`src/rtl/nmi_line_pkg.sv`:
```
package nmi_line_pkg;

    typedef enum logic [1:0] {
        TRG_LVL_LO = 2'd0,
        TRG_FALL   = 2'd1,
        TRG_LVL_HI = 2'd2,
        TRG_RISE   = 2'd3
    } trig_e;

    localparam int OFF_CTRL = 'h00;
    localparam int OFF_PEND = 'h04;

    typedef struct packed {
        logic prev;
        logic pending;
    } evt_state_t;

endpackage

```
`src/rtl/nmi_sync.sv`:
```
module nmi_sync #(
    parameter int   STAGES  = 2,
    parameter logic RST_VAL = 1'b1
) (
    input  logic clk,
    input  logic rst_n,
    input  logic din,
    output logic dout
);
    logic [STAGES-1:0] chain_d, chain_q;

    always_comb begin
        chain_d = chain_q;
        chain_d[0] = din;
        for (int i = 1; i < STAGES; i++) begin
            chain_d[i] = chain_q[i-1];
        end
    end

    always_ff @(posedge clk or negedge rst_n) begin
        if (!rst_n) chain_q <= {STAGES{RST_VAL}};
        else        chain_q <= chain_d;
    end

    assign dout = chain_q[STAGES-1];
endmodule

```
`src/rtl/nmi_event.sv`:
```
module nmi_event
    import nmi_line_pkg::*;
#(
    parameter logic RST_VAL = 1'b1
) (
    input  logic  clk,
    input  logic  rst_n,
    input  logic  sync_lvl,
    input  trig_e trig,
    input  logic  mode_chg,
    input  logic  ack,
    output logic  pending,
    output logic  edge_hit,
    output logic  level_act
);
    evt_state_t st_d, st_q;
    logic is_level;
    logic lvl_true;
    logic rise;
    logic fall;

    always_comb begin
        st_d     = st_q;
        is_level = (trig == TRG_LVL_LO) || (trig == TRG_LVL_HI);
        lvl_true = (trig == TRG_LVL_LO) ? ~sync_lvl : sync_lvl;
        rise     = sync_lvl & ~st_q.prev;
        fall     = ~sync_lvl & st_q.prev;
        case (trig)
            TRG_RISE: edge_hit = rise;
            TRG_FALL: edge_hit = fall;
            default:  edge_hit = 1'b0;
        endcase
        if (mode_chg) edge_hit = 1'b0;
        level_act = is_level & lvl_true;
        if (is_level) st_d.pending = lvl_true;
        else          st_d.pending = (st_q.pending & ~ack) | edge_hit;
        st_d.prev = sync_lvl;
    end

    always_ff @(posedge clk or negedge rst_n) begin
        if (!rst_n) st_q <= '{prev: RST_VAL, pending: 1'b0};
        else        st_q <= st_d;
    end

    assign pending = st_q.pending;
endmodule

```
`src/rtl/nmi_regs.sv`:
```
module nmi_regs
    import nmi_line_pkg::*;
#(
    parameter int ADDR_W    = 8,
    parameter int DATA_W    = 32,
    parameter int EN_OFFSET = 'h08
) (
    input  logic              clk,
    input  logic              rst_n,
    input  logic              bus_sel,
    input  logic              bus_we,
    input  logic [ADDR_W-1:0] bus_addr,
    input  logic [DATA_W-1:0] bus_wdata,
    output logic [DATA_W-1:0] bus_rdata,
    input  logic              pending,
    output logic [DATA_W-1:0] ctrl_word,
    output trig_e             trig,
    output logic              enable,
    output logic              mode_chg,
    output logic              ack
);
    localparam logic [ADDR_W-1:0] A_CTRL = ADDR_W'(OFF_CTRL);
    localparam logic [ADDR_W-1:0] A_PEND = ADDR_W'(OFF_PEND);
    localparam logic [ADDR_W-1:0] A_EN   = ADDR_W'(EN_OFFSET);

    typedef struct packed {
        logic [DATA_W-1:0] ctrl;
        logic              en;
    } reg_state_t;

    reg_state_t st_d, st_q;

    always_comb begin
        st_d      = st_q;
        ack       = 1'b0;
        mode_chg  = 1'b0;
        bus_rdata = '0;
        if (bus_sel && bus_we) begin
            if (bus_addr == A_CTRL) begin
                st_d.ctrl = bus_wdata;
                mode_chg  = (bus_wdata[1:0] != st_q.ctrl[1:0]);
            end else if (bus_addr == A_PEND) begin
                ack = bus_wdata[0];
            end else if (bus_addr == A_EN) begin
                st_d.en = bus_wdata[0];
            end
        end
        if (bus_sel && !bus_we) begin
            if (bus_addr == A_CTRL)      bus_rdata = st_q.ctrl;
            else if (bus_addr == A_PEND) bus_rdata = {{(DATA_W-1){1'b0}}, pending};
            else if (bus_addr == A_EN)   bus_rdata = {{(DATA_W-1){1'b0}}, st_q.en};
        end
    end

    always_ff @(posedge clk or negedge rst_n) begin
        if (!rst_n) st_q <= '0;
        else        st_q <= st_d;
    end

    assign ctrl_word = st_q.ctrl;
    assign trig      = trig_e'(st_q.ctrl[1:0]);
    assign enable    = st_q.en;
endmodule

```
`src/rtl/nmi_line_ctrl.sv`:
```
module nmi_line_ctrl
    import nmi_line_pkg::*;
#(
    parameter int ADDR_W      = 8,
    parameter int DATA_W      = 32,
    parameter int EN_OFFSET   = 'h08,
    parameter int SYNC_STAGES = 2
) (
    input  logic              clk,
    input  logic              rst_n,
    input  logic              nmi_in,
    input  logic              bus_sel,
    input  logic              bus_we,
    input  logic [ADDR_W-1:0] bus_addr,
    input  logic [DATA_W-1:0] bus_wdata,
    output logic [DATA_W-1:0] bus_rdata,
    output logic              irq_out
);
    localparam logic IDLE_LVL = 1'b1;

    logic              sync_lvl;
    logic              pend_q;
    logic              edge_hit;
    logic              level_act;
    logic [DATA_W-1:0] ctrl_word;
    trig_e             trig;
    logic              en_q;
    logic              mode_chg;
    logic              ack;

    nmi_sync #(.STAGES(SYNC_STAGES), .RST_VAL(IDLE_LVL)) u_sync (
        .clk  (clk),
        .rst_n(rst_n),
        .din  (nmi_in),
        .dout (sync_lvl)
    );

    nmi_event #(.RST_VAL(IDLE_LVL)) u_evt (
        .clk      (clk),
        .rst_n    (rst_n),
        .sync_lvl (sync_lvl),
        .trig     (trig),
        .mode_chg (mode_chg),
        .ack      (ack),
        .pending  (pend_q),
        .edge_hit (edge_hit),
        .level_act(level_act)
    );

    nmi_regs #(.ADDR_W(ADDR_W), .DATA_W(DATA_W), .EN_OFFSET(EN_OFFSET)) u_regs (
        .clk      (clk),
        .rst_n    (rst_n),
        .bus_sel  (bus_sel),
        .bus_we   (bus_we),
        .bus_addr (bus_addr),
        .bus_wdata(bus_wdata),
        .bus_rdata(bus_rdata),
        .pending  (pend_q),
        .ctrl_word(ctrl_word),
        .trig     (trig),
        .enable   (en_q),
        .mode_chg (mode_chg),
        .ack      (ack)
    );

    assign irq_out = pend_q & en_q;
endmodule

```
`config.mk`:
```
export PLATFORM = sky130hd
export DESIGN_NAME = nmi_line_ctrl
export DESIGN_NICKNAME = d
export VERILOG_FILES = /design/src/rtl/nmi_line_pkg.sv /design/src/rtl/nmi_sync.sv /design/src/rtl/nmi_event.sv /design/src/rtl/nmi_regs.sv /design/src/rtl/nmi_line_ctrl.sv
export SDC_FILE = /design/constraint.sdc
export NUM_CORES = 1
export LEC_CHECK = 0
export BUFFER_PORTS_ARGS = -buffer_cell sky130_fd_sc_hd__buf_2
export CELL_PAD_IN_SITES_DETAIL_PLACEMENT = 1
export CELL_PAD_IN_SITES_GLOBAL_PLACEMENT = 1
export CORE_MARGIN = 10
export CORE_UTILIZATION = 40
export DETAILED_ROUTE_END_ITERATION = 8
export HOLD_SLACK_MARGIN = 0.12
export PLACE_DENSITY = 0.9
export SETUP_SLACK_MARGIN = 0.05
export SYNTH_ARGS = -nofsm -noshare
export SYNTH_HDL_FRONTEND = slang
export SYNTH_SLANG_ARGS = --single-unit
```
`constraint.sdc`:
```
create_clock -name clk -period 2.64 [get_ports clk]
set_input_delay 0.264 -clock clk [delete_from_list [all_inputs] [get_ports clk]]
set_output_delay 0.264 -clock clk [all_outputs]
set_load 0.1 [all_outputs]
```
# Word-level counts from Yosys, hierarchy flattened
# Index checks and enable logic that the tools add are counted.
# classes
n_eq_ne	6
muxes	13
bitwise_logic	10
reduce_logical	8
# ops
op	n
2-to-1 mux 32 bit	3
2-to-1 mux 1 bit	9
== test 8 x 3 -> 1 bit, second input constant	1
== test 8 x 4 -> 1 bit, second input constant	1
logical NOT 8 bit	1
NOT 1 bit	5
bitwise AND 1 bit	4
== test 2 bit, second input constant	2
AND reduction 4 bit	1
== test 2 x 1 -> 1 bit, second input constant	1
logical AND 1 bit	2
logical NOT 2 bit	1
inequality test 2 bit	1
one-hot mux 1 bit (2 select lines)	1
AND reduction 2 bit	1
logical NOT 1 bit	1
logical OR 1 bit	1
OR 1 bit	1
# totals
regBits	37
elab_cells	42

# Depth between registers and ports, before layout
# Gate-level depths: netlist of the first run.
# depth
depth_word	8
depth_mapped	5
ltp_nobuf	4

# Modules after synthesis
# A second synthesis of the first run with hierarchy kept.
# unflattened
hier_cells	136
area_unflattened_um2	1800.5
# by_module_without_submodules
module	n_inst	cells_per_inst	area_each_um2	seq_area_each_um2
nmi_regs	1	122	1626.6	825.8
nmi_event	1	11	115.1	51.3
nmi_sync	1	2	52.6	52.6
nmi_line_ctrl	1	1	6.3	0.0

# Worst setup path before layout of the first run
# No wires, ideal clock.
# synth_path
kind	input -> output
startpoint	in bus_addr[5]
endpoint	out bus_rdata[0]
arrival_ps	2849
path_slack_ps	-473
stages	3
path_buffers	0
cell_sequence	nor4_4 > nand2_2 > nor3_1
# synth_between
elab_chain_len	5
elab_cells_between_ends	7
classes_between	eq/ne (2); mux (4); reduce/logical (1)
# synth_rtl
item	line_no	source
from (decl)	nmi_line_ctrl.sv:14	input logic [ADDR_W-1:0] bus_addr,
== test 8 x 4 -> 1 bit	nmi_regs.sv:51	else if (bus_addr == A_EN) bus_rdata = {{(DATA_W-1){1'b0}}, st_q.en};
2-to-1 mux 1 bit	nmi_regs.sv:51	
2-to-1 mux 32 bit	nmi_regs.sv:50	else if (bus_addr == A_PEND) bus_rdata = {{(DATA_W-1){1'b0}}, pending};
2-to-1 mux 32 bit *	nmi_regs.sv:49	if (bus_addr == A_CTRL) bus_rdata = st_q.ctrl;
2-to-1 mux 32 bit *	nmi_regs.sv:48	if (bus_sel && !bus_we) begin
to (decl)	nmi_line_ctrl.sv:16	output logic [DATA_W-1:0] bus_rdata,
# Every way passes the cells marked *; elsewhere a longest branch is shown, timed or not.

# Final worst setup path of the first run
# layout_path
startpoint	in bus_addr[5]
endpoint	out bus_rdata[29]
# layout_between
elab_chain_len	3
# layout_rtl
item	line_no
logical NOT 8 bit	nmi_regs.sv:49
2-to-1 mux 32 bit	nmi_regs.sv:49
2-to-1 mux 32 bit	nmi_regs.sv:48
# No other way between the ends.

==> qor.csv, run 1 <==
metric,value,unit
status,"complete, no violations",
coreArea,0.00444,sq mm
io_buffers,77,
ys_ff_latch,37,
vias_per_cell,4.93,
max-vdd-ir-drop,0.000248,V
grt_pass1_vias,1518,
routedWlPerCell,18.0,um
dp.cells,260,
grt_start_max_net_pins,38,
yosys.area.top_type,dfrtp_1,
syn-instance-count,134,
layout_min_cycle_time,2330,ps
start_util,42.0,%
switchingPower,0.000229,W
cap_violations,0,
cts.sink_count,37,
drt_wl_total,4.85,mm
routabilityCongestion,0.824,
numCtsBuffers,5,
synth.net_count,179,
drtPass1Iterations,4,
dp_hpwl,3.81,mm
htree_levels,2,
drc,0,
worstMarginPinSlew,816,ps
rsz0062_at_grt,no,
grt.total_usage,12.7,%
num_rows,24,
synthTopCellsByArea,"dfrtp_1 (46%), mux2_4 (23%), and2_1 (11%), dfstp_2 (4.2%), mux2_2 (2.4%)",
tns,0,ps
whs,217,ps
clkTransAtPathRegs,70,ps
layout_common_cells,"buf_2 (77), dfrtp_1 (34), and2_1 (32)",
nets,262,
die_area,0.00780,sq mm
ys_seq_area_share,49.8,%
critPathCaptureType,primary output,
drtIter0Drc,52,
power_frac_comb,8.6,%
synth_top_area_share,45.6,%
vias,1326,
io_pins,78,
cp.arrival,2070,ps
cts.path.max_buffers,2,
pwr-share-clk,35.8,%
clock_latency,270,ps
ys_types,30,
nFillCells,503,
critPathRequiredTime,2380,ps
cp_max_fo,31,
area_growth,29.8,%
swShare,21.4,%
drtAntennaViolNets,0,
synthesis.area,0.00187,sq mm
antenna_found_initial,0,
post_cts_resized,0,
pwr-share-seq,55.6,%
p_int,0.000843,W
layout_worst_path_cycle_share,88.4,%
regToRegSetupSlack,1450,ps
die_w,88.3,um
crit_type,input pin to primary output,
p_leak,1.39,nW
p_per_area,443,mW/mm^2
holdCritPathClass,input pin to register,
slew_headroom,45.6,%
clock_skew,5.50,ps
grt.overflow.total,0,
fmax,0.428,GHz
layout_commonest_cell,buf_2,
yosys_warnings,0,
grt_pass1_wl,7.83,mm
setup_viol,0,
maxSlewViolCount,0,
crit_path_start_kind,input pin,
diodes,0,
hold_path_depth,2,
drive_gt1_share,59.0,%
die_y,88.3,um
root_buffer,clkbuf_8,
stdcell_count,269,
syn_avg_cell_area,13.9,sq um
cts_tree,built,
r2r_cells,4,
final-hold-violation-count,0,
==> layer usage <==
layer	vias to the layer above	track usage (%)	part of all wire, %
li1	623	-	-
met1	649	13.9	39
met2	45	22.2	52
met3	9	4.50	7.9
met4	0	4.26	1.5
met5	-	0	0
==> registers in the layout, indices dropped and copies added (netlist names) <==
register          flops
u_regs.ctrl_word     32
u_evt.st_q            1
u_evt.pending         1
u_regs.enable         1
u_sync.chain_q        2
==> cells in the mapped netlist <==
library cell,count
nor3b_2,1
a21oi_1,1
a22oi_1,1
mux2i_1,1
nand2_1,1
nor3b_1,1
dfstp_2,3
nor3_1,2
nor4_2,1
nand2b_1,1
and2_1,32
xnor2_1,1
o21ai_0,1
clkbuf_2,3
nand4_4,1
nor2_1,2
nor2b_1,1
and4b_1,1
nand4_1,2
nand3b_1,1
xor2_1,1
mux2_2,4
o31ai_1,1
nand3_1,1
nand2_2,1
buf_6,3
dfrtp_1,34
mux2_4,29
inv_1,1
nor4_4,1
==> critical path, cell delays in order <==
cell and delay (ps):
buf_2 110, nor4_4 450, nand2_2 140, nor4_4 160
buf_4 310, and2_1 190, buf_2 430
==> kinds of logic after synthesis <==
family,count (synthesis),share of synthesized area [%]
muxes,34,26.3
buffers and inverters,7,2.82
and+or+nand+nor,50,18.8
xor gates and xnor gates,2,0.939
DFF,37,49.8
AOI/OAI and AO/OA,4,1.34
==> power groups by stage <==
stage / clock network (W) / logic (W) / registers (W)
finish: 0.000384 / 0.0000922 / 0.000596
global route: 0.000423 / 0.000102 / 0.000598
CTS: 0.000399 / 0.0000945 / 0.000596
detailed placement: 0 / 0.0000920 / 0.000606
global placement: 0 / 0.0000876 / 0.000605
floorplan: 0 / 0.0000345 / 0.000602
==> metrics by stage <==
stage	instance area, sq um	power, W	worst slack (ps)	util [%]
floorplan	1870	0.000637	387	-
global placement	2320	0.000692	341	52.1
detailed placement	2320	0.000698	270	52.1
CTS	2420	0.00109	269	54.5
global route	2420	0.00112	174	54.5
finish	2420	0.00107	305	54.5
==> final cells by class <==
cell class | instances | area [sq um] | area share, %
clock buffer | 7 | 86.3 | 3.56
tap | 52 | 65.1 | 2.69
sequential | 37 | 930 | 38.4
timing repair buffer | 82 | 440 | 18.2
inverter | 1 | 3.75 | 0.155
multi-input combinational | 90 | 897 | 37.0
==> repair_timing <==
action / CTS / global route
setup buffers: 0 / 0
hold buffers: 2 / 0
endpoints found under the hold margin: 35 / 0
setup endpoints to repair: 0 / 0
==> path summary, 6_finish.rpt <==
kind | from | endpoint
worst min register to register | u_sync.chain_q[0] | u_sync.chain_q[1]
max in group asynchronous | rst_n | u_evt.pending
worst max register to register | u_regs.ctrl_word[1] | u_evt.pending
min in group asynchronous | rst_n | u_regs.ctrl_word[10]
worst min-delay path | bus_wdata[17] | u_regs.ctrl_word[17]
worst max-delay path | bus_addr[5] | bus_rdata[29]
Power figures use the tool's default switching activity.
==> run 2: changes to the inputs <==
--- a/config.mk
+++ b/config.mk
@@ -8,11 +8,11 @@
 export BUFFER_PORTS_ARGS = -buffer_cell sky130_fd_sc_hd__buf_2
 export CELL_PAD_IN_SITES_DETAIL_PLACEMENT = 1
 export CELL_PAD_IN_SITES_GLOBAL_PLACEMENT = 1
-export CORE_MARGIN = 10
 export CORE_UTILIZATION = 40
 export DETAILED_ROUTE_END_ITERATION = 8
 export HOLD_SLACK_MARGIN = 0.12
 export PLACE_DENSITY = 0.9
+export RECOVER_POWER = 25
 export SETUP_SLACK_MARGIN = 0.05
 export SYNTH_ARGS = -nofsm -noshare
 export SYNTH_HDL_FRONTEND = slang
==> run 2 against run 1 <==
Global-route usage is 8.1 points higher. Maximum frequency up 6.1%. Flip-flop and latch count is the same. Clock power up 11%. Combinational power rose by 2%. Largest power group unchanged. Sequential share of layout area is 4.4 points lower. Register-to-register slack got worse by 80 ps. Count of clock-buffer cells in the layout unchanged.
==> qor.csv, run 2 (same netlist as run 1, synthesis figures left out) <==
metric,value,unit,change
status,"complete, no violations",,
fmax,0.454,GHz,+6.1%
max-vdd-ir-drop,0.000267,V,+7.7%
num_rows,24,,unchanged
routabilityCongestion,0.730,,-11%
cts_tree,built,,
layout_commonest_cell,buf_2,,
rsz0062_at_grt,no,,
layout_min_cycle_time,2200,ps,-133 ps
clock_skew,5.55,ps,+0.0560 ps
vias_per_cell,4.99,,+1.1%
cap_violations,0,,unchanged
grt_pass1_wl,7.78,mm,-0.70%
area_growth,46.7,%,
drt_wl_total,4.78,mm,-1.5%
stdcell_count,272,,+1.1%
cp.arrival,1940,ps,-130 ps
die_y,70.3,um,-20%
die_area,0.00494,sq mm,-37%
numCtsBuffers,5,,unchanged
setup_ws,439,ps,+133 ps
critPathRequiredTime,2380,ps,about the same
root_buffer,clkbuf_8,,
vias,1356,,+2.3%
worstMarginPinSlew,823,ps,+7.21 ps
dp_slack,370,ps,+100 ps
critPathCaptureType,primary output,,
grt_start_max_net_pins,38,,unchanged
slew_headroom,45.1,%,-0.48 points
largest_register_ffs,32,,unchanged
die_w,70.3,um,-20%
antenna_found_initial,0,,unchanged
drtIter0Drc,82,,+58%
diodes,0,,unchanged
post_cts_buffers,0,,unchanged
dp.cells,262,,+0.77%
clkTransAtPathRegs,70,ps,about the same
start_util,42.3,%,+0.29 points
p_per_area,408,mW/mm^2,-7.9%
io_buffers,77,,unchanged
maxSlewViolCount,0,,unchanged
cts.sink_count,37,,unchanged
nets,264,,+0.76%
holdCritPathClass,input pin to register,,
io_pins,78,,unchanged
drtPass1Iterations,4,,unchanged
htree_levels,2,,unchanged
layout_common_cells,"buf_2 (57), dfrtp_1 (34), and2_1 (32)",,
cts.path.max_buffers,2,,unchanged
dp_hpwl,3.56,mm,-6.5%
grt_pass1_vias,1560,,+2.8%
setup_viol,0,,unchanged
final-hold-violation-count,0,,unchanged
grt.overflow.total,0,,unchanged
drtAntennaViolNets,0,,unchanged
drc,0,,unchanged
crit_type,input pin to primary output,,
routedWlPerCell,17.6,um,-2.6%
grt.total_usage,20.8,%,+8.1 points
coreArea,0.00441,sq mm,-0.68%
drive_gt1_share,59.1,%,+0.10 points
layout_worst_path_cycle_share,83.4,%,-5.1 points
crit_path_start_kind,input pin,,
p_leak,1.45,nW,+4.3%
clock_latency,280,ps,about the same
tns,0,ps,unchanged
cp_max_fo,13,,-58%
-- run 2: what timing repair did --
item	in CTS	in global routing
endpoints found under the hold margin	35	0
resized for setup	0	0
hold buffers	2	0
-- run 2: final cells by class --
| class | count | area (sq um) |
|---|---|---|
| Fill cell | 466 | 1680 |
| Sequential cell | 37 | 930 |
| Multi-Input combinational cell | 90 | 897 |
| Timing Repair Buffer | 84 | 739 |
| Clock buffer | 7 | 96.3 |
| Tap cell | 52 | 65.1 |
| Clock inverter | 1 | 5.00 |
| Inverter | 1 | 3.75 |
-- run 2: per-layer routing --
| metal | track usage, % | share of wire (%) |
|---|---|---|
| met2 | 36.7 | 55 |
| met5 | 0 | 0 |
| met3 | 5.92 | 5.9 |
| met4 | 7.11 | 1.0 |
| met1 | 23.8 | 38 |
-- run 2: worst max-delay path, cell delays in order --
cell	delay (ps)
buf_2	110
nor4_4	300
nand2_2	120
nor4_4	470
buf_4	260
and2_1	210
buf_12	190
-- run 2: metrics by stage --
| step | utilization [%] | hold WS (ps) | area (sq um) | power (W) |
|---|---|---|---|---|
| after CTS | 62.1 | 199 | 2740 | 0.00113 |
| after global routing | 62.0 | 201 | 2740 | 0.00116 |
| after global placement | 59.3 | 346 | 2620 | 0.000693 |
| final | 62.0 | 207 | 2740 | 0.00112 |
| after floorplan | - | -31.6 | 1870 | 0.000637 |
| after detailed placement | 59.3 | 351 | 2620 | 0.000700 |
-- run 2: final timing paths --
kind	from	end	slack (ps)	depth (start not counted)
worst min-delay path	bus_wdata[22]	u_regs.ctrl_word[22]	210	2
worst max register to register	u_sync.chain_q[1]	u_evt.pending	1370	4
max in group asynchronous	rst_n	u_regs.ctrl_word[16]	1500	2
min in group asynchronous	rst_n	u_regs.ctrl_word[26]	620	2
worst min register to register	u_sync.chain_q[0]	u_sync.chain_q[1]	370	0
worst max-delay path	bus_addr[5]	bus_rdata[31]	440	7
-- run 2: power breakdown --
part            total, W  switching, W  internal, W  leakage [nW]
clock           0.000426      0.000190     0.000236        0.0542
combinational  0.0000937     0.0000429    0.0000507         0.893
sequential      0.000596     0.0000111     0.000585         0.501
